[src/rtl/nmi_pkg.sv]
package nmi_pkg;
  typedef enum logic [1:0] {
    TRIG_LVL_LO  = 2'd0,
    TRIG_EDG_FAL = 2'd1,
    TRIG_LVL_HI  = 2'd2,
    TRIG_EDG_RIS = 2'd3
  } trig_mode_e;

  localparam int unsigned DATA_W      = 32;
  localparam logic [7:0]  OFF_CTRL    = 8'h00;
  localparam logic [7:0]  OFF_PEND    = 8'h04;
  localparam logic [7:0]  OFF_EN_STD  = 8'h08;
  localparam logic [7:0]  OFF_EN_ALT  = 8'h34;
endpackage

[src/rtl/nmi_sync.sv]
module nmi_sync #(
  parameter int unsigned STAGES  = 2,
  parameter logic        RST_VAL = 1'b1
) (
  input  logic clk,
  input  logic rst_n,
  input  logic d_i,
  output logic q_o
);
  logic [STAGES-1:0] stage_q;
  logic [STAGES-1:0] stage_d;

  generate
    if (STAGES == 1) begin : g_one
      assign stage_d = d_i;
    end else begin : g_many
      assign stage_d = {stage_q[STAGES-2:0], d_i};
    end
  endgenerate

  always_ff @(posedge clk or negedge rst_n) begin
    if (!rst_n) stage_q <= {STAGES{RST_VAL}};
    else        stage_q <= stage_d;
  end

  assign q_o = stage_q[STAGES-1];
endmodule

[src/rtl/nmi_detect.sv]
module nmi_detect
  import nmi_pkg::*;
(
  input  logic       clk,
  input  logic       rst_n,
  input  logic       lvl_i,
  input  trig_mode_e mode_i,
  output logic       trig_o
);
  logic prev_q;
  logic rise;
  logic fall;

  // The previous sample always follows the synchronised level, so a change
  // of trigger code compares against the current pin state and sees no edge.
  always_ff @(posedge clk or negedge rst_n) begin
    if (!rst_n) prev_q <= 1'b1;
    else        prev_q <= lvl_i;
  end

  assign rise = lvl_i & ~prev_q;
  assign fall = ~lvl_i & prev_q;

  always_comb begin
    unique case (mode_i)
      TRIG_LVL_LO:  trig_o = ~lvl_i;
      TRIG_EDG_FAL: trig_o = fall;
      TRIG_LVL_HI:  trig_o = lvl_i;
      TRIG_EDG_RIS: trig_o = rise;
      default:      trig_o = 1'b0;
    endcase
  end
endmodule

[src/rtl/nmi_regs.sv]
module nmi_regs
  import nmi_pkg::*;
#(
  parameter int unsigned ADDR_W     = 6,
  parameter bit          ALT_LAYOUT = 1'b0
) (
  input  logic              clk,
  input  logic              rst_n,
  input  logic              psel,
  input  logic              penable,
  input  logic              pwrite,
  input  logic [ADDR_W-1:0] paddr,
  input  logic [DATA_W-1:0] pwdata,
  input  logic              trig_i,
  output logic [DATA_W-1:0] prdata,
  output trig_mode_e        mode_o,
  output logic              pend_o,
  output logic              en_o
);
  localparam logic [7:0] OFF_EN = ALT_LAYOUT ? OFF_EN_ALT : OFF_EN_STD;
  localparam logic [ADDR_W-1:0] A_CTRL = OFF_CTRL[ADDR_W-1:0];
  localparam logic [ADDR_W-1:0] A_PEND = OFF_PEND[ADDR_W-1:0];
  localparam logic [ADDR_W-1:0] A_EN   = OFF_EN[ADDR_W-1:0];

  trig_mode_e mode_q, mode_d;
  logic       pend_q, pend_d;
  logic       en_q, en_d;
  logic       wr_acc;
  logic       wr_ctrl, wr_pend, wr_en;
  logic       clr_req;

  assign wr_acc  = psel & penable & pwrite;
  assign wr_ctrl = wr_acc & (paddr == A_CTRL);
  assign wr_pend = wr_acc & (paddr == A_PEND);
  assign wr_en   = wr_acc & (paddr == A_EN);
  assign clr_req = wr_pend & pwdata[0];

  always_comb begin
    mode_d = mode_q;
    en_d   = en_q;
    if (wr_ctrl) mode_d = trig_mode_e'(pwdata[1:0]);
    if (wr_en)   en_d   = pwdata[0];
    // a new event overrides a clear in the same cycle
    pend_d = trig_i | (pend_q & ~clr_req);
  end

  always_ff @(posedge clk or negedge rst_n) begin
    if (!rst_n) begin
      mode_q <= TRIG_LVL_LO;
      pend_q <= 1'b0;
      en_q   <= 1'b0;
    end else begin
      mode_q <= mode_d;
      pend_q <= pend_d;
      en_q   <= en_d;
    end
  end

  always_comb begin
    prdata = '0;
    if (psel) begin
      if (paddr == A_CTRL)      prdata[1:0] = mode_q;
      else if (paddr == A_PEND) prdata[0]   = pend_q;
      else if (paddr == A_EN)   prdata[0]   = en_q;
    end
  end

  assign mode_o = mode_q;
  assign pend_o = pend_q;
  assign en_o   = en_q;
endmodule

[src/rtl/nmi_line_ctrl.sv]
module nmi_line_ctrl
  import nmi_pkg::*;
#(
  parameter int unsigned ADDR_W      = 6,
  parameter bit          ALT_LAYOUT  = 1'b0,
  parameter int unsigned SYNC_STAGES = 2
) (
  input  logic              pclk,
  input  logic              presetn,
  input  logic              psel,
  input  logic              penable,
  input  logic              pwrite,
  input  logic [ADDR_W-1:0] paddr,
  input  logic [31:0]       pwdata,
  output logic [31:0]       prdata,
  input  logic              nmi_pin_i,
  output logic              irq_o
);
  logic [1:0] rst_pipe_q;
  logic       rst_sync_n;
  logic       pin_s;
  logic       trig_evt;
  trig_mode_e mode_q;
  logic       pend_q;
  logic       en_q;

  // asynchronous assertion, synchronous release
  always_ff @(posedge pclk or negedge presetn) begin
    if (!presetn) rst_pipe_q <= 2'b00;
    else          rst_pipe_q <= {rst_pipe_q[0], 1'b1};
  end
  assign rst_sync_n = rst_pipe_q[1];

  nmi_sync #(.STAGES(SYNC_STAGES), .RST_VAL(1'b1)) u_sync (
    .clk   (pclk),
    .rst_n (rst_sync_n),
    .d_i   (nmi_pin_i),
    .q_o   (pin_s)
  );

  nmi_detect u_detect (
    .clk    (pclk),
    .rst_n  (rst_sync_n),
    .lvl_i  (pin_s),
    .mode_i (mode_q),
    .trig_o (trig_evt)
  );

  nmi_regs #(.ADDR_W(ADDR_W), .ALT_LAYOUT(ALT_LAYOUT)) u_regs (
    .clk     (pclk),
    .rst_n   (rst_sync_n),
    .psel    (psel),
    .penable (penable),
    .pwrite  (pwrite),
    .paddr   (paddr),
    .pwdata  (pwdata),
    .trig_i  (trig_evt),
    .prdata  (prdata),
    .mode_o  (mode_q),
    .pend_o  (pend_q),
    .en_o    (en_q)
  );

  assign irq_o = pend_q & en_q;
endmodule

[config.mk]
export PLATFORM = sky130hd
export DESIGN_NAME = nmi_line_ctrl
export DESIGN_NICKNAME = d
export VERILOG_FILES = /design/src/rtl/nmi_pkg.sv /design/src/rtl/nmi_sync.sv /design/src/rtl/nmi_detect.sv /design/src/rtl/nmi_regs.sv /design/src/rtl/nmi_line_ctrl.sv
export SDC_FILE = /design/constraint.sdc
export NUM_CORES = 1
export LEC_CHECK = 0
export BUFFER_PORTS_ARGS = -buffer_cell sky130_fd_sc_hd__buf_2
export CORE_MARGIN = 2
export CORE_UTILIZATION = 29
export DETAILED_ROUTE_END_ITERATION = 7
export HOLD_SLACK_MARGIN = 0.02
export PLACE_DENSITY = 0.75
export SYNTH_ARGS = -nofsm -noshare
export SYNTH_HDL_FRONTEND = slang
export SYNTH_SLANG_ARGS = --single-unit
[constraint.sdc]
create_clock -name pclk -period 1.4 [get_ports pclk]
set_input_delay 0.35 -clock pclk [delete_from_list [all_inputs] [get_ports pclk]]
set_output_delay 0.35 -clock pclk [all_outputs]
set_load 0.005 [all_outputs]
# == Word-level counts from Yosys, hierarchy flattened ==
# Index checks and enable logic that the tools add are counted.
# word_totals
romBits,0
latchBits,0
in_bits,44
regBits,9
out_inout_bits,33
wordCells,33
ram_bits,0
n_memories,0
# op_classes
eq_ne,5
magnitude_cmp,0
muxes,6
shifts,0
multipliers,0
reduce_logical,2
div,0
bitwise_logic,14
addsub,0
# ops
op,count
1-bit AND,10
6-bit by 3-bit equality test with 1-bit output (second input constant),1
6-bit by 4-bit equality test with 1-bit output (second input constant),1
6-bit zero test,1
2-bit equality test (second input constant),2
1-bit 2-to-1 mux,4
1-bit one-hot mux with 4 select lines,1
1-bit NOT,3
2-bit by 1-bit equality test with 1-bit output (second input constant),1
2-bit zero test,1
2-bit 2-to-1 mux,1
1-bit bitwise OR,1

# == Logic depth before layout (Yosys ltp) ==
# depth
ltp_word,7
depth_mapped,3
ltp_nobuf,3

# == Cells and area by module ==
# A second synthesis with hierarchy kept.
# unflattened
cells_unflattened,63
area_unflattened_um2,639.4
# modules_own_cells
mod,n_inst,cells_per_inst,area_each_um2,seq_area_each_um2
nmi_regs,1,53,478.0,100.1
nmi_line_ctrl,1,4,60.1,50.0
nmi_sync,1,2,52.6,52.6
nmi_detect,1,4,48.8,26.3

# == Worst setup path after synthesis ==
# Ideal clock, no wire load.
# synth_timing
path_type,input -> register
from,input paddr[1]
to,"register u_regs.en_q, in the netlist u_regs.en_o"
t_arrival_ns,1.416
setup_slack_ns,-0.143
path_stages,3
path_buffers,0
setup_time_ns,0.128
required_time_ns,1.272
path_cell_list,or4_4 > nor3_1 > mux2_1
# synth_between
elab_chain_len,2
# synth_lines
element,line_no,rtl
"start, declared",nmi_line_ctrl.sv:13,"input logic [ADDR_W-1:0] paddr,"
6-bit by 4-bit equality test with 1-bit output,nmi_regs.sv:35,assign wr_en = wr_acc & (paddr == A_EN);
1-bit AND,nmi_regs.sv:35,
"end signal, assigned",nmi_regs.sv:55,en_q <= en_d;
"end, declared",nmi_regs.sv:27,"logic en_q, en_d;"
# No other way between the ends.
# A chain may end at the register's enable or synchronous reset.

# == Worst setup path after layout ==
# layout_timing
from,input paddr[4]
to,output prdata[1]
# layout_between
elab_chain_len,3
# layout_lines
element,line_no,rtl
6-bit zero test,nmi_regs.sv:62,if (paddr == A_CTRL) prdata[1:0] = mode_q;
1-bit 2-to-1 mux,nmi_regs.sv:62,
2-bit 2-to-1 mux,nmi_regs.sv:61,if (psel) begin
"end, declared",nmi_line_ctrl.sv:15,"output logic [31:0] prdata,"
# No other way between the ends.

==> impl_metrics.ini <==
[status]
outcome = complete, but fails checks
violations = negative setup slack

[critical_path]
critPathArrivalTime_ps = 1230
crit_slowest_cell = or4_4
rr_endpoint = u_regs.pend_o$_DFF_PN0_
crit_type = in2out
cpPeakStageDelay_ps = 540
critPathMaxFanout = 2
cp-endpoint = prdata[1]
required_ps = 1050
rr_worst_depth = 3
crit_chain = buf_6 > or4_4 > nor3_2 > buf_2
cp.buffers_inverters = 2
critPathLaunch = paddr[4]
r2r_setup_slack_ps = 420
endpoint_kind = output pin
critical_path.top_delay_family = simple AND/OR/NAND/NOR gates
timing.rr.start = u_sync.stage_q[1]$_DFF_PN1_
crit_cells = 4
start_kind = input port

[synthesis]
synth_seq_area_share_pct = 35.8
ys_seq_elements = 9
synthDominantCellAreaShare_pct = 35.2
yosysMostFrequentCell = buf_4
synth_compound_area_share_pct = 2.74
ys.flop_type = dfrtp_1
synthesis.area_um2 = 639
synth_commonest_cells = buf_4 (30), dfrtp_1 (6), dfstp_2 (3), mux2_1 (3)
yosys.area_share.adder_pct = 0
synthTopCellsByArea = buf_4 (35%), dfrtp_1 (23%), dfstp_2 (12%)
synth_top_family_by_area = buffers and inverters
synth.area.mux_share_pct = 6.85
yosys.area_share.simple_pct = 14.9
avgSynthCellArea_um2 = 10.1
syn_inst = 63
synth.distinct_cells = 22
synth-async-reset-ratio_pct = 100
synth_top_cell_by_area = buf_4
yosys.area_share.xor_xnor_pct = 2.74
yosys_warnings = 0
synth-edff-count = 0

[placed_design]
dpl_worst_slack_ps = -312
gp_congestion = 0.652
numPortBuffers = 16

[final_layout]
multi_input_area_um2 = 317
seq_area_um2 = 229
syn2layout_area_growth_pct = 17.6
drive_gt1_share_pct = 37.9
diodes = 0
fill_cells = 221
final_nets = 132

[floorplanning]
die_h_um = 51.0
chipWidth_um = 51.0
start_util_pct = 31.6
fp.coreArea_um2 = 2020
placementRows = 16
die_area_um2 = 2600
pin_count = 77

[min_path]
hold_path_class = reg2async

[clock_tree]
cts_tree = built
cts_htree_levels = 1
worst_skew_pair.late_latency_ps = 250
cts_buffers = 3
path_clk_slew_ps = 60
clockBufferDepth = 2
clock-sinks = 9
root_buffer = clkbuf_4

[sta]
fin_crit_ps = 1580
finalSetupViolCount = 5
fin_ws_ps = -183
max_freq_mhz = 632
rsz0062_at_grt = true
setup_tns_ps = -604
finalHoldViolCount = 0
clock_skew_ps = 0.750
post-route-period-util_pct = 113
slew_viol_final = 0
finalHoldWorstSlack_ps = 105

[global_route]
grt_max_degree = 8
antenna_found_initial = 0
grt_pass1_wl_mm = 1.63
grt_pass1_vias = 395
met2_usage_pct = 14.5
grt-ovfl-total = 0
grt_use_met1_pct = 9.87
grt-busiest-layer = met2
grt_use_met3_pct = 1.75
grt_usage_pct = 8.42

[job]
max_cap_viol_count = 0

[routing]
drc = 0
dr.pass1.iters = 3
drt_wl_total_mm = 1.00
vias = 430
drtAntennaViolNets = 0
wl_per_cell_um = 8.79
drtIter0Drc = 5
viasPerCell = 3.77

[power_and_ir_drop]
leakagePower_uw = 0.000396
irDropWorstVdd_uv = 439
power_density_nw_per_um2 = 738
cells in the final DEF, fill, tap and decap left out, drive strengths merged:
cell type	n
and2	1
dfrtp	6
conb	31
or4	1
nand4b	1
xor2	1
dlygate4sd3	1
nand4	1
nand3b	2
dfstp	3
buf	20
o21ai	1
and4	1
nor4	1
xnor2	1
clkbuf	4
a21o	1
and3	1
inv	1
nor3	3
a21oi	1
mux2i	1
mux2	3
cells by family after synthesis:
group / after synthesis
buffers and inverters: 31
and+or+nand+nor: 12
DFF: 9
muxes: 4
AOI/OAI and AO/OA: 3
xor gates and xnor gates: 2
other: 2
cell type report:
type	count	area share [%]
timing repair buffer	21	19.0
inverter	1	0.499
multi-input combinational	52	42.1
clock buffer	4	3.49
tap	27	4.49
sequential	9	30.4
state kept, by name, indices dropped and copies added (netlist names):
signal / count
u_regs.en_o: 1
rst_pipe_q: 2
u_detect.prev_q: 1
u_sync.stage_q: 2
u_regs.mode_o: 2
u_regs.pend_o: 1
metal layers:
layer	vias to the layer above	wire, um	share of wire (%)
li1	196	-	-
met1	197	395	39
met2	37	484	48
met3	0	122	12
met4	0	0	0
met5	-	0	0
through the flow:
stage | total power [uW] | utilization (%) | instances | area, um^2
floorplan | 385 | - | 92 | 753
global placement | 355 | 32.1 | 106 | 649
detailed placement | 357 | 32.1 | 106 | 649
CTS | 560 | 35.9 | 113 | 726
global route | 602 | 37.2 | 114 | 752
finish | 555 | 37.2 | 114 | 752
how the worst min path moves through the flow:
stage	start	to	slack (ps)	cells past startpoint
after floorplan	presetn	rst_pipe_q[0]$_DFF_PN0_	50	0
after global routing	rst_pipe_q[1]$_DFF_PN0_	u_regs.mode_o[0]$_DFFE_PN0P_	130	0
after global placement	rst_pipe_q[1]$_DFF_PN0_	u_regs.mode_o[0]$_DFFE_PN0P_	100	0
final	rst_pipe_q[1]$_DFF_PN0_	u_regs.mode_o[1]$_DFFE_PN0P_	110	0
after detailed placement	rst_pipe_q[1]$_DFF_PN0_	u_regs.mode_o[0]$_DFFE_PN0P_	110	0
after CTS	rst_pipe_q[1]$_DFF_PN0_	u_regs.mode_o[0]$_DFFE_PN0P_	110	0
timing repair:
action | in CTS | in global routing
hold buffers | 1 | 0
resized for setup | 6 | 4
setup endpoints to repair | 5 | 6
setup buffers | 2 | 1
hold endpoints to repair | 2 | 0
pin swaps | 3 | 0
power breakdown:
group	internal [uW]	leakage (uW)	switching, uW
Sequential	275	0.000105	9.84
Combinational	38.1	0.000276	45.8
Clock	109	0.0000150	76.9
Total	422	0.000396	133
worst reg2reg max path: stages, from the launching register on:
cell     delay (ps)
dfstp_2         530
xor2_1          140
a21oi_1          60
a21o_1          150
Note: power is estimated with default switching activity, not from simulation.
